File: src/rtl/dbg_pkg.sv
package dbg_pkg;
  typedef enum logic [1:0] {
    LD_ZERO   = 2'b00,
    LD_PRD    = 2'b01,
    LD_EITHER = 2'b10,
    LD_FREEZE = 2'b11
  } load_sel_e;

  function automatic logic load_hit(input load_sel_e sel, input logic z, input logic p);
    case (sel)
      LD_ZERO:   load_hit = z;
      LD_PRD:    load_hit = p;
      LD_EITHER: load_hit = z | p;
      default:   load_hit = 1'b0;
    endcase
  endfunction
endpackage

File: src/rtl/dbg_delay_reg.sv
module dbg_delay_reg #(
  parameter int W = 10
) (
  input  logic         clk,
  input  logic         rst_n,
  input  logic         ev_zero,
  input  logic         ev_prd,
  input  logic         shadow_en,
  input  logic [1:0]   load_sel,
  input  logic         wr_en,
  input  logic [W-1:0] wr_data,
  output logic [W-1:0] act_q,
  output logic [W-1:0] shd_q
);
  import dbg_pkg::*;

  logic xfer;
  assign xfer = shadow_en & load_hit(load_sel_e'(load_sel), ev_zero, ev_prd);

  always_ff @(posedge clk or negedge rst_n) begin
    if (!rst_n) begin
      act_q <= '0;
      shd_q <= '0;
    end else begin
      if (wr_en) shd_q <= wr_data;
      if (!shadow_en) begin
        if (wr_en) act_q <= wr_data;
      end else if (xfer) begin
        act_q <= shd_q;
      end
    end
  end
endmodule

File: src/rtl/dbg_edge_delay.sv
module dbg_edge_delay #(
  parameter int   W      = 10,
  parameter logic INVERT = 1'b0
) (
  input  logic         clk,
  input  logic         rst_n,
  input  logic         src,
  input  logic [W-1:0] dly,
  output logic         sig
);
  logic         lvl;
  logic         hold_q;
  logic         busy_q;
  logic [W-1:0] cnt_q;

  assign lvl = src ^ INVERT;
  assign sig = hold_q ^ INVERT;

  always_ff @(posedge clk or negedge rst_n) begin
    if (!rst_n) begin
      hold_q <= INVERT;
      busy_q <= 1'b0;
      cnt_q  <= '0;
    end else if (!lvl) begin
      hold_q <= 1'b0;
      busy_q <= 1'b0;
      cnt_q  <= '0;
    end else if (!hold_q) begin
      if (!busy_q) begin
        if (dly == '0) begin
          hold_q <= 1'b1;
        end else begin
          busy_q <= 1'b1;
          cnt_q  <= dly - 1'b1;
        end
      end else if (cnt_q == '0) begin
        hold_q <= 1'b1;
        busy_q <= 1'b0;
      end else begin
        cnt_q <= cnt_q - 1'b1;
      end
    end
  end
endmodule

File: src/rtl/dbg_out_map.sv
module dbg_out_map (
  input  logic       en,
  input  logic [1:0] pol,
  input  logic [1:0] swap,
  input  logic       rise_sig,
  input  logic       fall_sig,
  input  logic       raw_a,
  input  logic       raw_b,
  output logic       o_a,
  output logic       o_b
);
  logic pa, pb;
  always_comb begin
    pa = rise_sig ^ pol[0];
    pb = fall_sig ^ pol[1];
    if (en) begin
      o_a = swap[0] ? pb : pa;
      o_b = swap[1] ? pa : pb;
    end else begin
      o_a = raw_a;
      o_b = raw_b;
    end
  end
endmodule

File: src/rtl/deadband_gen.sv
module deadband_gen #(
  parameter int DLY_W = 10
) (
  input  logic             clk,
  input  logic             rst_n,
  input  logic             ctr_zero,
  input  logic             ctr_prd,
  input  logic             pwm_a_in,
  input  logic             pwm_b_in,
  input  logic             out_en,
  input  logic [1:0]       in_sel,
  input  logic [1:0]       pol_sel,
  input  logic [1:0]       swap_sel,
  input  logic             rise_shadow_en,
  input  logic [1:0]       rise_load_sel,
  input  logic             rise_wr_en,
  input  logic [DLY_W-1:0] rise_wr_data,
  input  logic             fall_shadow_en,
  input  logic [1:0]       fall_load_sel,
  input  logic             fall_wr_en,
  input  logic [DLY_W-1:0] fall_wr_data,
  output logic             out_a,
  output logic             out_b
);
  localparam int NPATH = 2;

  logic             p_src    [NPATH];
  logic             p_sh     [NPATH];
  logic [1:0]       p_ld     [NPATH];
  logic             p_we     [NPATH];
  logic [DLY_W-1:0] p_wd     [NPATH];
  logic [DLY_W-1:0] p_act    [NPATH];
  logic [DLY_W-1:0] p_shd    [NPATH];
  logic             p_sig    [NPATH];

  // path 0 delays rising edges, path 1 delays falling edges
  assign p_src[0] = in_sel[0] ? pwm_b_in : pwm_a_in;
  assign p_src[1] = in_sel[1] ? pwm_b_in : pwm_a_in;
  assign p_sh[0]  = rise_shadow_en;
  assign p_sh[1]  = fall_shadow_en;
  assign p_ld[0]  = rise_load_sel;
  assign p_ld[1]  = fall_load_sel;
  assign p_we[0]  = rise_wr_en;
  assign p_we[1]  = fall_wr_en;
  assign p_wd[0]  = rise_wr_data;
  assign p_wd[1]  = fall_wr_data;

  for (genvar g = 0; g < NPATH; g++) begin : g_path
    dbg_delay_reg #(.W(DLY_W)) u_reg (
      .clk      (clk),
      .rst_n    (rst_n),
      .ev_zero  (ctr_zero),
      .ev_prd   (ctr_prd),
      .shadow_en(p_sh[g]),
      .load_sel (p_ld[g]),
      .wr_en    (p_we[g]),
      .wr_data  (p_wd[g]),
      .act_q    (p_act[g]),
      .shd_q    (p_shd[g])
    );
    dbg_edge_delay #(.W(DLY_W), .INVERT(g == 1)) u_dly (
      .clk  (clk),
      .rst_n(rst_n),
      .src  (p_src[g]),
      .dly  (p_act[g]),
      .sig  (p_sig[g])
    );
  end

  logic             rise_src, fall_src, rise_y, fall_y;
  logic [DLY_W-1:0] rise_act, rise_shd, fall_act;
  assign rise_src = p_src[0];
  assign fall_src = p_src[1];
  assign rise_y   = p_sig[0];
  assign fall_y   = p_sig[1];
  assign rise_act = p_act[0];
  assign rise_shd = p_shd[0];
  assign fall_act = p_act[1];

  logic a_q, b_q;
  always_ff @(posedge clk or negedge rst_n) begin
    if (!rst_n) begin
      a_q <= 1'b0;
      b_q <= 1'b0;
    end else begin
      a_q <= pwm_a_in;
      b_q <= pwm_b_in;
    end
  end

  dbg_out_map u_map (
    .en      (out_en),
    .pol     (pol_sel),
    .swap    (swap_sel),
    .rise_sig(rise_y),
    .fall_sig(fall_y),
    .raw_a   (a_q),
    .raw_b   (b_q),
    .o_a     (out_a),
    .o_b     (out_b)
  );
endmodule

File: config.mk
export PLATFORM = sky130hd
export DESIGN_NAME = deadband_gen
export DESIGN_NICKNAME = d
export VERILOG_FILES = /design/src/rtl/dbg_pkg.sv /design/src/rtl/dbg_delay_reg.sv /design/src/rtl/dbg_edge_delay.sv /design/src/rtl/dbg_out_map.sv /design/src/rtl/deadband_gen.sv
export SDC_FILE = /design/constraint.sdc
export NUM_CORES = 1
export LEC_CHECK = 0
export BUFFER_PORTS_ARGS = -buffer_cell sky130_fd_sc_hd__buf_2
export CELL_PAD_IN_SITES_DETAIL_PLACEMENT = 0
export CELL_PAD_IN_SITES_GLOBAL_PLACEMENT = 1
export CORE_MARGIN = 8
export CORE_UTILIZATION = 25
export CTS_CLUSTER_SIZE = 8
export DETAILED_ROUTE_END_ITERATION = 10
export MAX_ROUTING_LAYER = met4
export PLACE_DENSITY = 0.6
export SETUP_SLACK_MARGIN = 0.15
export SYNTH_ARGS = -nofsm -noshare
export SYNTH_HDL_FRONTEND = slang
export SYNTH_SLANG_ARGS = --single-unit
File: constraint.sdc
create_clock -name clk -period 2.6 [get_ports clk]
set_input_delay 0.13 -clock clk [delete_from_list [all_inputs] [get_ports clk]]
set_output_delay 0.13 -clock clk [all_outputs]
set_load 0.05 [all_outputs]
==> results.md <==
Outcome:
- The run finished with clean final reports.

GRT:
- The first global-routing pass estimated 15440 um of wire.
- The initial antenna violation count was 0.
- The pin count of the biggest net entering global routing is 31.
- For this run, the total global-route usage over all layers was measured as 10.62%.
- For this run the aggregate overflow at the end of global routing stands at 0.
- The via count of the first global-routing pass is around 3000.

Final layout:
- The library cell used most frequently in the layout, excluding fill and tap cells, is dfrtp_1.
- Relative to the synthesized area, the layout overhead comes to 23.91%.
- After the flow finishes, the layout carries non-filler instances totaling between 600 and 700.
- The number of nets at the end of the flow is between 400 and 500.
- The ratio of cells with drive above 1 in the final layout is between 20% and 30%.
- The total inserted antenna cells is 0.
- In the layout the commonest cells are dfrtp_1, nand2_1, buf_2.

Worst setup path:
- Data on the critical path arrives at its endpoint at 2.52 ns.
- Along the worst path, the maximum fanout reaches 12.
- The nature of the critical path endpoint is a register.
- The required time of the critical path is roughly 2.9 ns.
- STA classifies the critical path startpoint as a register.
- The category of the most critical setup path is register to register.

Yosys:
- The post-synthesis instance total is 364.
- The synthesized design contains 0 enable-type register cells.
- The most used flip-flop cell after synthesis is dfrtp_1.
- The simple-gate share of the synthesized area is 16.19%.
- dfrtp_1 takes more of the synthesized area than any other cell.
- The portion of netlist area occupied by mux cells is about 17%.
- The post-synthesis sequential element count is between 60 and 70.
- Yosys printed 0 warnings.
- The XOR/XNOR share of the synthesized area is a little over 4%.
- In this run, distinct cell masters in the synthesized netlist total 55.
- The adder-cell area share of the yosys netlist is less than 1%.
- By area the synthesized netlist is led by dfrtp_1, mux2i_1, mux2_2, nand2_1, o21ai_0.
- The compound-cell area share of the yosys netlist is about 15%.
- The portion of the post-synthesis area used by sequential elements is around 45%.
- Synthesis produced a netlist with a net count of around 410.
- After synthesis the cells add up to about 3700 um2.
- After synthesis, the largest area contributor takes up ~44% of total cell area.
- The per-instance average area after synthesis is approximately 10 um2.
- The largest family of logic cells by synthesized area is multiplexers.
- For this run, asynchronously set or reset flops after synthesis account for 100.0%.

Timing:
- In the final timing run, aggregate negative setup slack is 0 ns.
- The final cycle utilization of the critical path is 87.47%.
- For this run, the top clock speed supported by timing is between 0.4 and 0.5 GHz.
- Setup repair after global routing left no endpoint under its margin.
- The worst pin sits at a relative slew slack of slightly below 40%.
- For the pin with the worst max-slew slack, the measured transition is about 0.9 ns.
- The total count of max-transition violations in the final report is 0.
- The final period demand of the worst path is roughly 2.3 ns.
- The clock tree skew after final layout is about 0.0078 ns.
- Setup violations remaining at the end of the flow were counted as 0.
- The final hold violation count came to 0.
- The worst setup margin is about 0.33 ns.

Power:
- In this run the power density over the cells is 1013 nW/um2.
- For this design the static power due to leakage is 2.008 nW.
- The maximum vdd drop is between 300 and 400 uV.

Floorplanning:
- The die is approximately 140 um tall.
- The initial utilization of the core area, before any placement, comes to approximately a quarter.
- The area of the placeable core is 14480 um2.
- The floorplan step defined a die boundary enclosing about 19000 um2.
- The die width is between 100 and 150 um.
- For this design the top-level I/O count stands at between 40 and 50.
- The total number of placement rows is 44.

CTS:
- Counting every sink on the clock net gives between 60 and 70.
- Buffers added to address setup during post-CTS repair amount to 0.
- The clock input transition at the sequential cells of the worst setup and hold paths is approximately 0.060 ns.
- The total clock buffers created by CTS is 9.
- In this run the deepest clock path goes through 2 buffers.
- The level count of the clock H-tree is 3.
- The insertion delay of the later-clocked pin in the worst-skew pair is 0.33 ns.
- The CTS tree is built.
- The clock tree root buffer cell is clkbuf_16.

Routing:
- The detail route stage leaves a number of antenna-violating nets equal to 0.
- After detailed routing, the number of vias per cell comes to 4.858.
- Summing over every cut layer, the via total after detailed routing is 2949.
- Dividing the detail-routed wire length by the instance count gives 15.14 um.
- Wires add up to 9187 um.
- The number of violations reported at the end of detailed-routing iteration 0 is 169.
- The remaining design rule violation count is 0.
- The first detailed-routing pass ran for 4 iterations.

Place:
- After legalization and detailed placement, the total HPWL measured 6657 um.
- Including well taps, the total number of placed cells is between 500 and 600.
- OpenSTA, run right after detailed placement, puts the worst setup slack at roughly 0.36 ns.
- The number of buffers inserted by port buffering is 42.
- The global placement routability congestion is around 0.84.

Job:
- Max-cap violations in this run came to 0.

Min path:
- The path type of the worst min-delay path is input pin to register.
-- final timing paths --
kind | start | to | slack [ns] | cells after the start
max | g_path[1].u_dly.busy_q | g_path[1].u_dly.cnt_q[6] | 0.33 | 5
max reg2reg | g_path[1].u_dly.busy_q | g_path[1].u_dly.cnt_q[6] | 0.33 | 5
max in group asynchronous | rst_n | g_path[0].u_dly.cnt_q[9] | 1.60 | 3
min reg2reg | g_path[0].u_reg.shd_q[4] | g_path[0].u_reg.shd_q[4] | 0.50 | 1
min | rise_wr_data[6] | g_path[0].u_reg.shd_q[6] | 0.04 | 2
min in group asynchronous | rst_n | g_path[1].u_reg.shd_q[5] | 0.28 | 2
-- where the power goes --
group	internal [W]	switching, W	total (W)
Clock	0.000936	0.000466	0.00140
Combinational	0.000762	0.000878	0.00164
Sequential	0.00127	0.000310	0.00158
-- cells by family after synthesis --
group	count (synthesis)
AO/OA/AOI/OAI	84
XOR/XNOR	17
adder cells (fa/ha/maj)	2
buffers and inverters	22
flip-flops	66
multiplexers	59
AND/OR/NAND/NOR	114
-- area by class of cell --
class                   count  area, um2
repair buffers             60      352.8
clock buffers               9      225.2
clock inverters             6      115.1
well taps                 184      230.2
inverters                   6      22.52
multi-input cells         276       1959
flip-flops and latches     66       1653
fillers                  1485       9921
-- metal layers --
layer | track usage, % | vias up | share of wire, %
met4 | 4.888 | 0 | 1.8
met3 | 1.823 | 10 | 4.1
li1 | - | 1467 | -
met5 | - | - | 0
met1 | 14.65 | 1392 | 53
met2 | 14.77 | 80 | 42
-- state kept, by name, summed over array words and instances, names as in the netlist --
name	count
g_path.u_reg.act_q	20
g_path.u_dly.hold_q	1
g_path.u_dly.busy_q	2
g_path.u_dly.sig	1
g_path.u_reg.shd_q	20
b_q	1
a_q	1
g_path.u_dly.cnt_q	20
-- stage by stage --
step | utilization, % | cell area [um2] | hold WS [ns] | power [W]
global route | 31.48 | 4558 | 0.03586 | 0.004942
global placement | 28.79 | 4169 | 0.07881 | 0.003183
CTS | 31.35 | 4539 | 0.02796 | 0.004623
floorplan | - | 3682 | -0.1656 | 0.002693
detailed placement | 28.79 | 4169 | 0.08542 | 0.003188
finish | 31.48 | 4558 | 0.03875 | 0.004619
-- cells in the mapped netlist (2+ instances only) --
master	instances
mux2i_1	32
or4_1	2
o221ai_1	3
a211oi_1	5
or3_1	5
or3b_2	2
a22o_1	2
nand2_1	42
a21boi_0	2
xor2_1	13
buf_2	2
inv_1	6
a21oi_1	15
and3_1	3
nor2_1	15
clkbuf_1	11
a22oi_1	5
nor3_1	8
or4b_2	2
a2bb2oi_1	2
dfrtp_1	65
nor4_1	8
o21ai_0	26
ha_1	2
buf_1	3
mux2_2	27
o22ai_1	7
nor3b_1	2
a31oi_1	6
nand2b_1	3
nand3_1	11
xnor2_1	4
-- timing repair --
item | in CTS | in global routing
hold buffers | 3 | 0
endpoints found under the setup margin | 0 | 6
resized for setup | 0 | 4
endpoints found under the hold margin | 15 | 0
-- critical path, cell delays in order (launching register included) --
cell and delay, ns:
dfrtp_1 0.57, mux2i_1 0.30, ha_1 0.30, o221ai_1 0.21, or4b_2 0.64, a31oi_1 0.18
Power figures use the tool's default switching activity.
